`config.mk`:
```
export PLATFORM = sky130hd
export DESIGN_NAME = aai_prog_seq
export DESIGN_NICKNAME = d
export VERILOG_FILES = /design/src/rtl/aai_pkg.sv /design/src/rtl/aai_frame_byte.sv /design/src/rtl/aai_word_cnt.sv /design/src/rtl/aai_prog_seq.sv
export SDC_FILE = /design/constraint.sdc
export NUM_CORES = 1
export LEC_CHECK = 0
export BUFFER_PORTS_ARGS = -buffer_cell sky130_fd_sc_hd__buf_4
export CAP_MARGIN = 25
export CORE_ASPECT_RATIO = 1.1
export CORE_UTILIZATION = 40
export CTS_CLUSTER_SIZE = 10
export DETAILED_ROUTE_END_ITERATION = 6
export GPL_TIMING_DRIVEN = 0
export PLACE_DENSITY_LB_ADDON = 0.2
export RECOVER_POWER = 25
export SKIP_CTS_REPAIR_TIMING = 1
export SYNTH_ARGS = -nofsm -noshare
export SYNTH_HDL_FRONTEND = slang
export SYNTH_SLANG_ARGS = --single-unit
export TNS_END_PERCENT = 30
```
`constraint.sdc`:
```
create_clock -name clk -period 5.15 [get_ports clk]
set_input_delay 1.03 -clock clk [delete_from_list [all_inputs] [get_ports clk]]
set_output_delay 1.03 -clock clk [all_outputs]
set_load 0.005 [all_outputs]
```
`src/rtl/aai_pkg.sv`:
```
package aai_pkg;
    localparam logic [7:0] OP_STATUS  = 8'h05;
    localparam logic [7:0] OP_WR_EN   = 8'h06;
    localparam logic [7:0] OP_WR_DIS  = 8'h04;
    localparam logic [7:0] OP_AUTOINC = 8'hAD;
    localparam logic [7:0] FILL_BYTE  = 8'h00;
    localparam logic [7:0] BUSY_MASK  = 8'h01;

    typedef enum logic [2:0] {
        FR_POLL, FR_WREN, FR_PROG_ADDR, FR_PROG_NEXT, FR_WRDIS
    } frame_e;

    typedef enum logic [2:0] {
        ST_IDLE, ST_FETCH, ST_SEND, ST_WAITRX, ST_GAP
    } state_e;
endpackage

```
`src/rtl/aai_frame_byte.sv`:
```
module aai_frame_byte
    import aai_pkg::*;
#(
    parameter int ADDR_BYTES = 3,
    localparam int IDX_W = $clog2(ADDR_BYTES + 4),
    localparam int ADDR_W = 8 * ADDR_BYTES
) (
    input  frame_e            kind,
    input  logic [IDX_W-1:0]  idx,
    input  logic [ADDR_W-1:0] addr,
    input  logic [15:0]       word,
    output logic [7:0]        tx_byte,
    output logic              last
);
    always_comb begin
        tx_byte = FILL_BYTE;
        last    = 1'b1;
        unique case (kind)
            FR_POLL: begin
                tx_byte = (idx == '0) ? OP_STATUS : FILL_BYTE;
                last    = (int'(idx) == 1);
            end
            FR_WREN:  tx_byte = OP_WR_EN;
            FR_WRDIS: tx_byte = OP_WR_DIS;
            FR_PROG_ADDR: begin
                if (idx == '0) begin
                    tx_byte = OP_AUTOINC;
                end else if (int'(idx) == ADDR_BYTES + 1) begin
                    tx_byte = word[7:0];
                end else if (int'(idx) == ADDR_BYTES + 2) begin
                    tx_byte = word[15:8];
                end
                for (int k = 1; k <= ADDR_BYTES; k++) begin
                    if (int'(idx) == k) tx_byte = addr[8*(ADDR_BYTES-k) +: 8];
                end
                last = (int'(idx) == ADDR_BYTES + 2);
            end
            default: begin
                if (idx == '0)           tx_byte = OP_AUTOINC;
                else if (int'(idx) == 1) tx_byte = word[7:0];
                else                     tx_byte = word[15:8];
                last = (int'(idx) == 2);
            end
        endcase
    end
endmodule

```
`src/rtl/aai_word_cnt.sv`:
```
module aai_word_cnt #(
    parameter int CNT_W = 16
) (
    input  logic             clk,
    input  logic             rst_n,
    input  logic             load,
    input  logic [CNT_W-1:0] load_val,
    input  logic             dec,
    output logic             zero
);
    logic [CNT_W-1:0] left_d, left_q;

    always_comb begin
        left_d = left_q;
        if (load)                    left_d = load_val;
        else if (dec && left_q != 0) left_d = left_q - 1'b1;
    end

    always_ff @(posedge clk) begin
        if (!rst_n) left_q <= '0;
        else        left_q <= left_d;
    end

    assign zero = (left_q == '0);
endmodule

```
`src/rtl/aai_prog_seq.sv`:
```
module aai_prog_seq
    import aai_pkg::*;
#(
    parameter int ADDR_BYTES = 3,
    parameter int CNT_W      = 16,
    localparam int ADDR_W = 8 * ADDR_BYTES,
    localparam int IDX_W  = $clog2(ADDR_BYTES + 4)
) (
    input  logic              clk,
    input  logic              rst_n,
    input  logic              start,
    input  logic [ADDR_W-1:0] start_addr,
    input  logic [CNT_W-1:0]  word_count,
    input  logic              word_valid,
    input  logic [15:0]       word_data,
    output logic              word_ready,
    output logic              spi_cs,
    output logic              spi_tx_valid,
    output logic [7:0]        spi_tx_byte,
    input  logic              spi_tx_ready,
    input  logic              spi_rx_valid,
    input  logic [7:0]        spi_rx_byte,
    output logic              active,
    output logic              done,
    output logic              err
);
    typedef struct packed {
        state_e            st;
        frame_e            kind;
        logic [IDX_W-1:0]  idx;
        logic [ADDR_W-1:0] addr;
        logic [15:0]       word;
        logic              first;
        logic              busy;
        logic              done;
        logic              err;
    } seq_t;

    seq_t r_d, r_q;
    logic frame_last, cnt_load, cnt_dec, cnt_zero;

    aai_frame_byte #(.ADDR_BYTES(ADDR_BYTES)) u_frame (
        .kind(r_q.kind), .idx(r_q.idx), .addr(r_q.addr), .word(r_q.word),
        .tx_byte(spi_tx_byte), .last(frame_last)
    );

    aai_word_cnt #(.CNT_W(CNT_W)) u_cnt (
        .clk(clk), .rst_n(rst_n), .load(cnt_load), .load_val(word_count),
        .dec(cnt_dec), .zero(cnt_zero)
    );

    always_comb begin
        r_d      = r_q;
        r_d.done = 1'b0;
        r_d.err  = 1'b0;
        cnt_load = 1'b0;
        cnt_dec  = 1'b0;
        unique case (r_q.st)
            ST_IDLE: if (start) begin
                if (start_addr[0] || word_count == '0) begin
                    r_d.err = 1'b1;
                end else begin
                    r_d.addr  = start_addr;
                    r_d.first = 1'b1;
                    r_d.kind  = FR_POLL;
                    r_d.idx   = '0;
                    r_d.st    = ST_SEND;
                    cnt_load  = 1'b1;
                end
            end
            ST_FETCH: if (word_valid) begin
                r_d.word  = word_data;
                r_d.kind  = r_q.first ? FR_PROG_ADDR : FR_PROG_NEXT;
                r_d.first = 1'b0;
                r_d.idx   = '0;
                r_d.st    = ST_SEND;
                cnt_dec   = 1'b1;
            end
            ST_SEND: if (spi_tx_ready) r_d.st = ST_WAITRX;
            ST_WAITRX: if (spi_rx_valid) begin
                if (frame_last) begin
                    if (r_q.kind == FR_POLL)
                        r_d.busy = (spi_rx_byte & BUSY_MASK) != 8'h00;
                    r_d.st = ST_GAP;
                end else begin
                    r_d.idx = r_q.idx + 1'b1;
                    r_d.st  = ST_SEND;
                end
            end
            default: begin
                r_d.idx = '0;
                r_d.st  = ST_SEND;
                unique case (r_q.kind)
                    FR_POLL: begin
                        if (r_q.busy)       r_d.kind = FR_POLL;
                        else if (r_q.first) r_d.kind = FR_WREN;
                        else                r_d.st   = ST_FETCH;
                    end
                    FR_WREN: r_d.st = ST_FETCH;
                    FR_WRDIS: begin
                        r_d.st   = ST_IDLE;
                        r_d.done = 1'b1;
                    end
                    default: r_d.kind = cnt_zero ? FR_WRDIS : FR_POLL;
                endcase
            end
        endcase
    end

    always_ff @(posedge clk) begin
        if (!rst_n) begin
            r_q <= '{st: ST_IDLE, kind: FR_POLL, idx: '0, addr: '0, word: '0,
                     first: 1'b0, busy: 1'b0, done: 1'b0, err: 1'b0};
        end else begin
            r_q <= r_d;
        end
    end

    assign spi_cs       = (r_q.st == ST_SEND) || (r_q.st == ST_WAITRX);
    assign spi_tx_valid = (r_q.st == ST_SEND);
    assign word_ready   = (r_q.st == ST_FETCH);
    assign active       = (r_q.st != ST_IDLE);
    assign done         = r_q.done;
    assign err          = r_q.err;

    assert_tx_in_frame_R6: assert property (@(posedge clk) disable iff (!rst_n)
        spi_tx_valid |-> spi_cs);
    assert_one_outstanding_R6: assert property (@(posedge clk) disable iff (!rst_n)
        (spi_tx_valid && spi_tx_ready) |=> !spi_tx_valid);
    assert_err_quiet_R9: assert property (@(posedge clk) disable iff (!rst_n)
        err |-> (!spi_cs && !active));
    assert_word_avail_R8: assert property (@(posedge clk) disable iff (!rst_n)
        (word_ready && word_valid) |-> !cnt_zero);
    assert_start_ignored_R10: assert property (@(posedge clk) disable iff (!rst_n)
        (active && start) |=> !err);
    assert_done_idle_R7: assert property (@(posedge clk) disable iff (!rst_n)
        done |-> (!active && $past(active)));
endmodule

```
* Word-level counts from Yosys, hierarchy flattened *
Index checks and enable logic that the tools add are counted.

storage, ports and cells
  register bits after elaboration = 69
  latch bits = 0
  memory bits (writable) = 0
  ROM bits = 0
  bits of input ports = 70
  output and inout port bits = 14
  logic and storage cells = 101
  memories = 0

cells by class
  add/subtract/negate cells = 2
  multiply operators = 0
  div/mod/pow operators = 0
  order comparisons = 0
  eq/ne operators = 19
  shift operators = 0
  muxes and demuxes = 43
  bitwise gates (word level) = 4
  reductions and logical operators = 23

operators by type and width
  operator                                                                 number
  33-bit two-way mux                                                       2
  8-bit two-way mux                                                        8
  16-bit logical NOT                                                       2
  16-bit two-way mux                                                       2
  8-bit one-hot mux with 4 select lines                                    1
  3-bit two-way mux                                                        9
  3-bit one-hot mux with 4 select lines                                    2
  16-bit nonzero test                                                      1
  16-bit by 1-bit subtractor with 16-bit output, second input constant     1
  3-bit equality test, second input constant                               5
  3-bit by 2-bit equality test with 1-bit output, second input constant    4
  6-bit AND reduction                                                      2
  1-bit two-way mux                                                        11
  2-bit inequality test, second input constant                             5
  3-bit logical NOT                                                        3
  9-bit two-way mux                                                        1
  3-bit one-hot mux with 3 select lines                                    1
  4-bit AND reduction                                                      2
  3-bit by 1-bit equality test with 1-bit output, second input constant    2
  2-bit one-hot mux with 3 select lines                                    1
  3-bit one-hot mux with 2 select lines                                    1
  3-bit AND reduction                                                      2
  5-bit by 4-bit inequality test with 1-bit output, second input constant  1
  5-bit AND reduction                                                      1
  14 further kinds                                                         21

* Depth between registers and ports, before layout *
  depth after elaboration = 8
  mapped depth = 10
  depth with buffers taken out = 7

* By module *
From an unflattened synthesis, not the netlist that was laid out.

unflattened totals
  cells, all modules = 490
  area, all modules = 4093.9 um^2

by module, submodules not included
  module          times used  cells each  area an instance (um^2)  sequential area each (um^2)
  aai_prog_seq    1           259         2446.1                   1061.0
  aai_word_cnt    1           114         922.1                    320.3
  aai_frame_byte  1           117         725.7                    0.0

* Worst setup path before layout *
OpenSTA, ideal clock, no wires.

  path kind = flip-flop to output port
  from = reg r_q[45] (netlist bit)
  to = out spi_tx_byte[2]
  data arrival time = 1.889 ns
  data required time = 4.120 ns
  setup slack = 2.231 ns
  stages on the path, launching flop included = 10
  path buffers = 2
  path through = dfxtp_1 inv_1 ha_1 clkbuf_1 nor2b_1 clkbuf_1 a221oi_1 a211o_1 a311oi_1 o22ai_1

on the way
  word-level cells in the longest chain between the ends = 8
  elaborated cells between the ends (all ways) = 16
  those cells by class = eq/ne: 5; mux: 10; reduce/logical: 1

RTL lines
  element                                  RTL line              RTL
  from (decl)                              aai_prog_seq.sv:39    seq_t r_d, r_q;
  from (signal assigned)                   aai_prog_seq.sv:112   r_q <= '{st: ST_IDLE, kind: FR_POLL, idx: '0, addr: '0, word: '0,
  from (signal assigned)                   aai_prog_seq.sv:115   r_q <= r_d;
  3-bit equality test                      aai_frame_byte.sv:30  end else if (int'(idx) == ADDR_BYTES + 2) begin
  8-bit two-way mux                        aai_frame_byte.sv:30
  8-bit two-way mux                        aai_frame_byte.sv:28  end else if (int'(idx) == ADDR_BYTES + 1) begin
  8-bit two-way mux                        aai_frame_byte.sv:26  if (idx == '0) begin
  8-bit two-way mux (3 in a row)           aai_frame_byte.sv:34  if (int'(idx) == k) tx_byte = addr[8*(ADDR_BYTES-k) +: 8];
  8-bit one-hot mux with 4 select lines *  aai_frame_byte.sv:18  unique case (kind)
  to (decl)                                aai_prog_seq.sv:19    output logic [7:0] spi_tx_byte,

Every way passes the cells marked *; elsewhere a longest branch is shown, timed or not.

* Worst setup path after layout *
  from = reg r_q[45] (netlist bit)
  to = out spi_tx_byte[0]

The elaborated chain is that of the path after synthesis.

==> results.ini <==
[grt]
gr-total-overflow = 0
grt_pass1_vias = 3620
grt_pass1_wl_um = 18400
grt_max_degree = 14
antenna_found_initial = 0
grt_usage = 0.243

[finish]
final_cell_mix = nand2_1, buf_4, dfxtp_1
layout-drive-gt1-share = 0.186
final_cell_area_sq_mm = 0.00468
final_common_cell = nand2_1
antennaDiodeCount = 0
num-fill-cells = 912
nets = 652
final_util = 0.522
area_delta_synth_final_pct = 24.8

[synth]
synth-edff-count = 0
synth_compound_area_frac = 0.238
yosysWarnings = 0
synth_cells = 488
synth_seq_area_share = 0.369
yosys.area_share.simple = 0.282
synth_fp_nets = 565
synth-async-reset-ratio = 0
synth_top_family_by_area = simple AND/OR/NAND/NOR gates
synthMuxAreaShare = 0.0297
synth_ff_type = dfxtp_1
synthAdderAreaFrac = 0.0234
synth_xor_area_frac = 0.00467
yosysUniqueCellTypes = 58
syn_avg_cell_area_sq_um = 7.68
syn_area_sq_mm = 0.00375
ys_ff_latch = 69

[routing]
drt_iter0_drc = 217
routed_wl_um = 11200
drc = 0
first_pass_iters = 4
drt-vias-per-instance = 5.60
post_drt_wl_per_cell_um = 16.1
ant_nets = 0
vias = 3888

[floorplanning]
rows = 36
initial_core_util = 0.418
core_sq_mm = 0.00896
fp.dieH_um = 104
ios = 84
die_area_sq_mm = 0.00976
die_x_um = 94.3

[timing]
finalCritPeriodShare = 0.772
fmax_mhz = 252
fin_skew_ns = 0.0103
finalSetupViolCount = 0
fin_hold_ws_ns = 0.454
tightest_slew_ns = 0.793
slew_headroom = 0.471
rsz0062_at_grt = no
period_needed_ns = 3.97
slew_viol_final = 0
fin_tns_setup_ns = 0
finalHoldViolations = 0

[pwr]
irDropWorstVdd_mv = 0.142
finalPower_mw = 1.23
p_per_area_mw_per_mm2 = 264
leakagePower_nw = 1.80

[worst_setup_path]
crit_path_end_kind = output port
cp_max_fo = 10
worst-setup-path-type = flop to output port
crit_path_start_kind = flop
cp.required_ns = 4.12
slowest_stage = clkbuf_1
critPathArrivalTime_ns = 2.94
max_stage_delay_ns = 0.37
crit_chain = inv_1 -> ha_1 -> clkbuf_1 -> nor2b_1 -> clkbuf_1 -> buf_2 -> mux2i_1 -> a21oi_1 -> a21oi_1 -> o21ai_0 -> buf_4

[clock_network]
cts.sinks = 69
root_buffer = clkbuf_8
numCtsBuffers = 9
cts.clk_slew.worst_paths_ns = 0.08
htree_levels = 3
cts_tree = built
clkLatencyLatePin_ns = 0.36
clock_path_buffers = 2

[placed_design]
place.port_buffers = 76
dpl_cell_area_sq_mm = 0.00446
gp_congestion = 0.865
hpwl_um = 8330

[flow_run]
maxCapViolCount = 0

[run_status]
status = finished clean

[min_path]
min_path_type = flop to flop

area by class of cell:
cell class / instances / area, sq um / area share
Buffer: 35 / 140 / 0.0300
Clock buffer: 9 / 124 / 0.0265
Clock inverter: 7 / 97.6 / 0.0209
Inverter: 16 / 60.1 / 0.0128
Multi-Input combinational cell: 368 / 2170 / 0.463
Sequential cell: 69 / 1380 / 0.295
Tap cell: 114 / 143 / 0.0305
Timing Repair Buffer: 76 / 567 / 0.121
worst paths after layout:
check,start,to,slack (ns),cells after the start
hold / removal,r_q[22],r_q[22],0.45,2
setup / recovery,r_q[45],spi_tx_byte[0],1.18,11
setup reg to reg,u_cnt.left_q[0],u_cnt.left_q[1],2.76,9
hold reg to reg,r_q[22],r_q[22],0.45,2
flip-flops by register name (all words and copies together) (netlist names):
register      flops
r_q              51
u_cnt.left_q     16
done              1
err               1
critical path: cells and delay by family (launching register included):
kind	cells	cell delay [ns]
AOI/OAI and AO/OA	3	0.35
DFF	1	0.33
adders and majority gates	1	0.15
and+or+nand+nor	1	0.19
buffers and inverters	5	1.26
muxes	1	0.29
synthesized netlist by cell type (all sizes together) (9+ instances only):
cell type | n | area share
clkbuf | 25 | 0.025
nor2b | 11 | 0.018
a21oi | 60 | 0.080
nor2 | 20 | 0.021
mux2i | 10 | 0.027
inv | 16 | 0.016
a211oi | 11 | 0.022
nand3 | 13 | 0.017
dfxtp | 69 | 0.37
nand2 | 107 | 0.11
nor4 | 9 | 0.025
buf | 10 | 0.012
layer usage:
metal,vias up,global-route usage,part of all wire
met1,1816,0.337,0.46
met5,-,0,0
met2,118,0.360,0.46
li1,1936,-,-
met4,0,0.104,0.023
met3,18,0.0492,0.062
per-stage QoR:
| stage | cells | setup WS (ns) |
|---|---|---|
| floorplan | 488 | 2.23 |
| global placement | 678 | 1.72 |
| detailed placement | 678 | 1.66 |
| CTS | 694 | 1.22 |
| global route | 694 | 0.914 |
| finish | 694 | 1.18 |
cell families after synthesis:
kind of cell,count (synthesis)
and+or+nand+nor,211
AOI/OAI and AO/OA,137
DFF,69
buffers and inverters,51
muxes,11
adders and majority gates,7
xor gates and xnor gates,2
where the power goes:
group          total [mW]  switching [mW]  internal (mW)
Sequential          0.568          0.0164          0.551
Combinational       0.160          0.0850         0.0750
Clock               0.506           0.232          0.274
Note: power is estimated with default switching activity, not from simulation.
